### src/rtl/eag_pkg.sv
// Package: shared types for the effective address generator.
// Assumes a 4-bit mode code; codes above the jump mode are handled as absolute.
package eag_pkg;

    localparam int MODE_W = 4;

    typedef enum logic [MODE_W-1:0] {
        MD_IMM  = 4'd0,
        MD_ZP   = 4'd1,
        MD_ZPX  = 4'd2,
        MD_ABS  = 4'd3,
        MD_ABSX = 4'd4,
        MD_ABSY = 4'd5,
        MD_INDX = 4'd6,
        MD_INDY = 4'd7,
        MD_JIND = 4'd8
    } amode_e;

    typedef enum logic [1:0] {
        SQ_IDLE,
        SQ_LO,
        SQ_HI,
        SQ_END
    } seq_state_e;

    // True for modes that fetch a pointer from memory
    function automatic logic needs_ptr(input logic [MODE_W-1:0] m);
        return (m == MD_INDX) || (m == MD_INDY) || (m == MD_JIND);
    endfunction

    // True for modes whose result lies in page zero
    function automatic logic zp_result(input logic [MODE_W-1:0] m);
        return (m == MD_ZP) || (m == MD_ZPX);
    endfunction

endpackage

### src/rtl/eag_index_add.sv
// Module: adds an index byte to a two-byte base.
// Reports the carry out of the low byte so that callers can flag a page crossing.
// Purely combinational; callers truncate the sum when they need page-zero wrap.
module eag_index_add #(
    parameter int DATA_W = 8
) (
    input  logic [DATA_W-1:0]   base_lo,
    input  logic [DATA_W-1:0]   base_hi,
    input  logic [DATA_W-1:0]   idx,
    output logic [2*DATA_W-1:0] sum,
    output logic                carry
);

    logic [DATA_W:0] lo_ext;

    // Low-byte add with carry, then ripple the carry into the high byte
    always_comb begin
        lo_ext = {1'b0, base_lo} + {1'b0, idx};
        carry  = lo_ext[DATA_W];
        sum    = {base_hi + {{(DATA_W-1){1'b0}}, carry}, lo_ext[DATA_W-1:0]};
    end

endmodule

### src/rtl/eag_ptr_seq.sv
// Module: fetches a little-endian pointer with two byte reads.
// The second read stays in the page of the first, and its offset wraps from 0xFF to 0x00.
// Assumes read data arrives exactly one cycle after each request, with no stall.
// ptr_valid marks the single cycle in which ptr_word holds both bytes.
module eag_ptr_seq
    import eag_pkg::*;
#(
    parameter int DATA_W = 8
) (
    input  logic                clk,
    input  logic                rst_n,
    input  logic                launch,
    input  logic [DATA_W-1:0]   ptr_page,
    input  logic [DATA_W-1:0]   ptr_base,
    input  logic [DATA_W-1:0]   mem_rdata,
    output logic                mem_rd,
    output logic [2*DATA_W-1:0] mem_addr,
    output logic                busy,
    output logic                ptr_valid,
    output logic [2*DATA_W-1:0] ptr_word
);

    localparam int              ADDR_W = 2 * DATA_W;
    localparam logic [DATA_W-1:0] ONE  = {{(DATA_W-1){1'b0}}, 1'b1};

    seq_state_e        state;
    logic [DATA_W-1:0] page_q;
    logic [DATA_W-1:0] base_q;
    logic [DATA_W-1:0] lo_q;

    // Step through the low read, the high read and the hand-over cycle
    always_ff @(posedge clk) begin
        if (!rst_n) begin
            state  <= SQ_IDLE;
            page_q <= '0;
            base_q <= '0;
            lo_q   <= '0;
        end else begin
            case (state)
                SQ_IDLE: begin
                    if (launch) begin
                        state  <= SQ_LO;
                        page_q <= ptr_page;
                        base_q <= ptr_base;
                    end
                end
                SQ_LO:   state <= SQ_HI;
                SQ_HI: begin
                    lo_q  <= mem_rdata;
                    state <= SQ_END;
                end
                default: state <= SQ_IDLE;
            endcase
        end
    end

    // Drive the read port and present the assembled pointer
    always_comb begin
        mem_rd    = (state == SQ_LO) || (state == SQ_HI);
        mem_addr  = {page_q, (state == SQ_HI) ? (base_q + ONE) : base_q};
        busy      = (state != SQ_IDLE);
        ptr_valid = (state == SQ_END);
        ptr_word  = {mem_rdata, lo_q};
    end

    // High-byte read stays in the same page at the next offset (R8 page wrap)
    p_hi_same_page_r8: assert property (@(posedge clk) disable iff (!rst_n)
        (state == SQ_HI) |->
            (mem_addr[ADDR_W-1:DATA_W] == $past(mem_addr[ADDR_W-1:DATA_W])) &&
            (mem_addr[DATA_W-1:0] == $past(mem_addr[DATA_W-1:0]) + ONE));

    // Exactly two consecutive reads, then the pointer is handed over
    p_two_reads_r9: assert property (@(posedge clk) disable iff (!rst_n)
        $rose(mem_rd) |=> mem_rd ##1 (!mem_rd && ptr_valid));

endmodule

### src/rtl/eff_addr_gen.sv
// Module: effective address generator, the top level.
// Arithmetic modes finish one cycle after the strobe is taken.
// Pointer modes launch eag_ptr_seq and finish after the fetched pointer is indexed.
// Assumes the operands and index registers are valid in the cycle the strobe is taken.
// Strobes are dropped while a fetch is in progress.
module eff_addr_gen
    import eag_pkg::*;
#(
    parameter int DATA_W = 8
) (
    input  logic                   clk,
    input  logic                   rst_n,
    input  logic                   start,
    input  logic [MODE_W-1:0]      mode,
    input  logic [DATA_W-1:0]      opnd_lo,
    input  logic [DATA_W-1:0]      opnd_hi,
    input  logic [DATA_W-1:0]      idx_x,
    input  logic [DATA_W-1:0]      idx_y,
    output logic                   mem_rd,
    output logic [2*DATA_W-1:0]    mem_addr,
    input  logic [DATA_W-1:0]      mem_rdata,
    output logic                   done,
    output logic [2*DATA_W-1:0]    eff_addr,
    output logic                   page_crossed,
    output logic                   imm_valid,
    output logic [DATA_W-1:0]      imm_value
);

    localparam int ADDR_W = 2 * DATA_W;

    logic                accept;
    logic                launch;
    logic                seq_busy;
    logic                ptr_valid;
    logic [ADDR_W-1:0]   ptr_word;
    logic [DATA_W-1:0]   dir_idx;
    logic [DATA_W-1:0]   dir_hi;
    logic [ADDR_W-1:0]   dir_sum;
    logic                dir_carry;
    logic [ADDR_W-1:0]   dir_addr;
    logic                dir_cross;
    logic [DATA_W-1:0]   ptr_page;
    logic [DATA_W-1:0]   ptr_base;
    logic [MODE_W-1:0]   mode_q;
    logic [DATA_W-1:0]   y_q;
    logic [DATA_W-1:0]   fin_idx;
    logic [ADDR_W-1:0]   fin_sum;
    logic                fin_carry;

    // A strobe counts only while no fetch is running
    always_comb begin
        accept = start && !seq_busy;
        launch = accept && needs_ptr(mode);
    end

    // Choose the index and the high byte for the one-cycle path and the pre-index
    always_comb begin
        case (mode)
            MD_ZPX, MD_ABSX, MD_INDX: dir_idx = idx_x;
            MD_ABSY:                  dir_idx = idx_y;
            default:                  dir_idx = '0;
        endcase
        dir_hi = zp_result(mode) ? '0 : opnd_hi;
    end

    eag_index_add #(.DATA_W(DATA_W)) u_dir_add (
        .base_lo (opnd_lo),
        .base_hi (dir_hi),
        .idx     (dir_idx),
        .sum     (dir_sum),
        .carry   (dir_carry)
    );

    // Form the one-cycle result and the pointer location for the fetch modes
    always_comb begin
        dir_addr  = dir_sum;
        dir_cross = 1'b0;
        ptr_page  = '0;
        ptr_base  = opnd_lo;
        case (mode)
            MD_IMM:           dir_addr  = '0;
            MD_ZP, MD_ZPX:    dir_addr  = {{DATA_W{1'b0}}, dir_sum[DATA_W-1:0]};
            MD_ABSX, MD_ABSY: dir_cross = dir_carry;
            MD_INDX:          ptr_base  = dir_sum[DATA_W-1:0];
            MD_JIND:          ptr_page  = opnd_hi;
            default:          dir_cross = 1'b0;
        endcase
    end

    eag_ptr_seq #(.DATA_W(DATA_W)) u_ptr_seq (
        .clk       (clk),
        .rst_n     (rst_n),
        .launch    (launch),
        .ptr_page  (ptr_page),
        .ptr_base  (ptr_base),
        .mem_rdata (mem_rdata),
        .mem_rd    (mem_rd),
        .mem_addr  (mem_addr),
        .busy      (seq_busy),
        .ptr_valid (ptr_valid),
        .ptr_word  (ptr_word)
    );

    // Post-index only in the Y pointer mode
    always_comb fin_idx = (mode_q == MD_INDY) ? y_q : '0;

    eag_index_add #(.DATA_W(DATA_W)) u_fin_add (
        .base_lo (ptr_word[DATA_W-1:0]),
        .base_hi (ptr_word[ADDR_W-1:DATA_W]),
        .idx     (fin_idx),
        .sum     (fin_sum),
        .carry   (fin_carry)
    );

    // Capture the mode and Y for the fetch; register results and the done pulse
    always_ff @(posedge clk) begin
        if (!rst_n) begin
            mode_q       <= '0;
            y_q          <= '0;
            done         <= 1'b0;
            eff_addr     <= '0;
            page_crossed <= 1'b0;
            imm_valid    <= 1'b0;
            imm_value    <= '0;
        end else begin
            done <= 1'b0;
            if (accept) begin
                mode_q <= mode;
                y_q    <= idx_y;
            end
            if (ptr_valid) begin
                done         <= 1'b1;
                eff_addr     <= fin_sum;
                page_crossed <= (mode_q == MD_INDY) && fin_carry;
                imm_valid    <= 1'b0;
            end else if (accept && !needs_ptr(mode)) begin
                done         <= 1'b1;
                eff_addr     <= dir_addr;
                page_crossed <= dir_cross;
                imm_valid    <= (mode == MD_IMM);
                if (mode == MD_IMM) begin
                    imm_value <= opnd_lo;
                end
            end
        end
    end

    // Page-zero modes never leave page zero
    p_zp_page_r3: assert property (@(posedge clk) disable iff (!rst_n)
        (done && zp_result(mode_q)) |-> (eff_addr[ADDR_W-1:DATA_W] == '0));

    // Immediate completes straight from a strobe with no read in flight
    p_imm_nomem_r2: assert property (@(posedge clk) disable iff (!rst_n)
        (done && imm_valid) |-> ($past(start) && !mem_rd));

    // Only indexed-absolute and Y-pointer results may flag a crossing
    p_cross_src_r5: assert property (@(posedge clk) disable iff (!rst_n)
        (done && page_crossed) |->
            ((mode_q == MD_ABSX) || (mode_q == MD_ABSY) || (mode_q == MD_INDY)));

    // A strobe during a fetch leaves the captured mode untouched
    p_busy_hold_r10: assert property (@(posedge clk) disable iff (!rst_n)
        (start && seq_busy) |=> (mode_q == $past(mode_q)));

endmodule

### config.mk
export PLATFORM = sky130hd
export DESIGN_NAME = eff_addr_gen
export DESIGN_NICKNAME = d
export VERILOG_FILES = /design/src/rtl/eag_pkg.sv /design/src/rtl/eag_index_add.sv /design/src/rtl/eag_ptr_seq.sv /design/src/rtl/eff_addr_gen.sv
export SDC_FILE = /design/constraint.sdc
export NUM_CORES = 1
export LEC_CHECK = 0
export BUFFER_PORTS_ARGS = -buffer_cell sky130_fd_sc_hd__buf_2
export CORE_MARGIN = 2
export CORE_UTILIZATION = 43
export DETAILED_ROUTE_END_ITERATION = 10
export GPL_TIMING_DRIVEN = 0
export PLACE_DENSITY = 0.66
export SLEW_MARGIN = 20
export SYNTH_ARGS = -nofsm -noshare
export SYNTH_HDL_FRONTEND = slang
export SYNTH_SLANG_ARGS = --single-unit
### constraint.sdc
create_clock -name clk -period 6.8 [get_ports clk]
set_input_delay 0.68 -clock clk [delete_from_list [all_inputs] [get_ports clk]]
set_output_delay 0.68 -clock clk [all_outputs]
set_load 0.1 [all_outputs]
==> results by group <==
Outcome
  – Status: finished, final reports clean

Detailed routing
  – Remaining antenna violation count: 0
  – DR iter-0 viols: around 190
  – Initial DRT Pass Iterations: 5
  – Vias per cell: around 5.6
  – Via count: 3820
  – DRC violations left: 0
  – Routed WL: ~11 mm
  – Wirelength per Cell: between 15 and 20 um

Yosys
  – Cells after Synth: between 400 and 500
  – FFs w/ async S/R, synth: 0
  – Synth Register Bits: 65
  – Share of the synthesized area in the top cell type: 0.3288
  – Post-synthesis cell area: between 3000 and 4000 um2
  – Top cells by count, synth: 65 x dfxtp_1, 51 x nor2_1, 47 x nand2_1, 33 x a21oi_1, 24 x ha_1
  – Leading area contributor after synthesis: dfxtp_1
  – Synth unique cells: 64
  – Ranking of synthesized cells by area: dfxtp_1 33%, ha_1 7.6%, mux2i_1 5.8%, nor2_1 4.8%, nand2_1 4.5%
  – Yosys warning total: 0
  – Number of synthesized flops with an enable pin: 0
  – Most frequent cell after synthesis: dfxtp_1
  – Post-Syn Area per Cell: about 8.5 um2
  – Seq/Total Area, Yosys: 0.3288
  – Net Count, Synth: roughly 540
  – Ys flop type: dfxtp_1

Timing
  – Final Hold Viols: 0
  – Max_slew headroom: 0.4680
  – Final worst path period share: 0.5442
  – Tmin final: 3.700 ns
  – Actual slew at the worst max-slew pin: between 0.7 and 0.8 ns
  – Final setup violation count: 0
  – Final clock skew: approximately 0.0082 ns
  – Pins Over Slew Limit: 0
  – Fmax: 0.2703 GHz
  – Setup TNS: 0 ns
  – Unrepaired setup endpoints after global routing: no

Place
  – Port buffer count: between 80 and 90
  – Post-DP HPWL: 8.708 mm
  – GPL Wtd Cong: about 0.88

Floorplan
  – Die W: about 100 um
  – IO Pins: just over 90
  – Die Ht: approximately 100 um
  – Initial Util: 0.4366
  – Die area: 9987 um2
  – Core ar.: 9065 um2
  – FP Rows: 35

Global route
  – Total gr overflow: 0
  – First-pass GRT wire length: between 15 and 20 mm
  – Initial antenna violation count: 0
  – Vias in the first global route: about 3.5k
  – Total track usage: 0.2226
  – Largest net degree at the start of global routing: 13

Setup path
  – Required time worst endpoint: 7.06 ns
  – CP arrival: just under 4 ns
  – Setup Crit Path Kind: input pin to flop
  – Crit-path max FO: 8
  – Crit. End Element: flop
  – Critical path startpoint category: input pin

Power
  – Sequential power share: 0.399
  – Gate power share: 0.231
  – Worst VDD drop: 0.0001376 V
  – Sw Share: 0.3379
  – Leakage power: between 2 and 2.5 nW
  – Power density over the cells: about 220 nW/um2
  – P_sw: ~0.00035 W
  – Clock share of power: 0.370
  – Tot Pwr: just over 0.001 W
  – Internal power: 0.0006780 W

Clock tree
  – Total number of H-tree levels: 3
  – # Post-CTS Setup Buffers: 0
  – Worst-Skew Late Latency: between 0.3 and 0.4 ns
  – Clk root buf: clkbuf_8
  – # resized after CTS: 0
  – Num CTS Buffers: 9
  – Sink Count: 65
  – Clock transition at path regs: about 0.08 ns
  – CTS tree: done
  – Worst-case clock buffer depth: 2
  – CTS Hold Buffers Added: 0

Final layout
  – Diodes inserted: 0
  – Fillers: 884
  – Share of layout cells above drive strength 1: 0.2259
  – Final #Nets: between 600 and 700
  – Synth-to-layout area growth: 20.27%

Hold path
  – Tightest Hold Check Type: flop to flop

Flow run
  – Max Cap Viol: 0
final cells by class:
type                       instances  area (um2)  area share
multi-input combinational        364        2465      0.5179
buffer                            28       150.1     0.03155
timing repair buffer              87       435.4     0.09148
clock inverter                     6       90.09     0.01893
clock buffer                      10       137.6     0.02892
sequential                        65        1301      0.2734
inverter                          11       41.29    0.008675
tap                              111       138.9     0.02918
flip-flops by register name (all words and copies together) (netlist names):
name              count
eff_addr             16
imm_value             8
u_ptr_seq.base_q      8
u_ptr_seq.lo_q        8
u_ptr_seq.page_q      8
y_q                   8
mode_q                4
u_ptr_seq.state       2
done                  1
imm_valid             1
page_crossed          1
logic make-up after synthesis:
logic type,synth area share
AO/OA/AOI/OAI,0.2109
flip-flops,0.3288
adder cells (fa/ha/maj),0.08600
XOR/XNOR,0.05754
AND/OR/NAND/NOR,0.2074
multiplexers,0.06102
buffers and inverters,0.04837
worst max-delay path, cell delays in order:
cell and delay [ns]:
buf_2 0.18, and3b_1 0.18, clkbuf_1 0.17, a22oi_1 0.16, nor2_1 0.09, ha_1 0.26, fa_1 0.41, a21oi_1 0.25
o21ai_0 0.14, a31o_2 0.29, ha_1 0.25, ha_1 0.23, nand3_1 0.09, xnor2_1 0.12, nand3_1 0.12, a221oi_1 0.31
cells in the final DEF (no fill, tap or decap), types with 6 or more instances in the layout:
cell type,count
ha_1,24
a211oi_1,10
a21oi_1,33
nand3_1,12
clkbuf_1,17
and2_1,12
mux2i_1,23
buf_2,89
xor2_1,10
and3_1,7
a31oi_1,6
dfxtp_1,65
nor2_1,51
o21ai_0,23
xnor2_1,16
a22oi_1,16
inv_1,10
nand2_1,47
clkbuf_8,10
power groups by stage:
stage          combinational [W]  sequential, W  clock (W)
2_1_floorplan           0.000110       0.000481          0
4_1_cts                 0.000236       0.000408   0.000381
6_report                0.000237       0.000408   0.000379
3_3_place_gp            0.000232       0.000416          0
5_1_grt                 0.000251       0.000410   0.000402
3_5_place_dp            0.000234       0.000417          0
metrics by stage:
step / area, um2 / instances / hold slack, ns / utilization / worst slack, ns
after floorplan: 3958 / 468 / 0.4317 / - / 3.268
after global placement: 4532 / 666 / 0.4416 / 0.4999 / 2.827
after detailed placement: 4532 / 666 / 0.4476 / 0.4999 / 2.781
after CTS: 4760 / 682 / 0.4581 / 0.5251 / 3.127
after global routing: 4760 / 682 / 0.4753 / 0.5251 / 2.931
final: 4760 / 682 / 0.4551 / 0.5251 / 3.100
worst paths after layout:
check | start | endpoint | slack, ns | cells past startpoint
hold reg to reg | y_q[6]$_SDFFE_PN0P_ | y_q[6]$_SDFFE_PN0P_ | 0.46 | 2
setup / recovery | mode[2] | eff_addr[12]$_SDFFE_PN0P_ | 3.10 | 16
setup reg to reg | mode_q[3]$_SDFFE_PN0P_ | eff_addr[14]$_SDFFE_PN0P_ | 3.24 | 17
hold / removal | y_q[6]$_SDFFE_PN0P_ | y_q[6]$_SDFFE_PN0P_ | 0.46 | 2
per-layer routing:
| layer | up-vias | part of all wire | wire length, um | global-route usage |
|---|---|---|---|---|
| li1 | 1879 | - | - | - |
| met1 | 1816 | 0.46 | 5164 | 0.3058 |
| met2 | 108 | 0.45 | 5043 | 0.3493 |
| met3 | 17 | 0.063 | 704 | 0.04178 |
| met4 | 0 | 0.019 | 207 | 0.08219 |
| met5 | - | 0 | 0 | 0 |
Note: power is estimated with default switching activity, not from simulation.
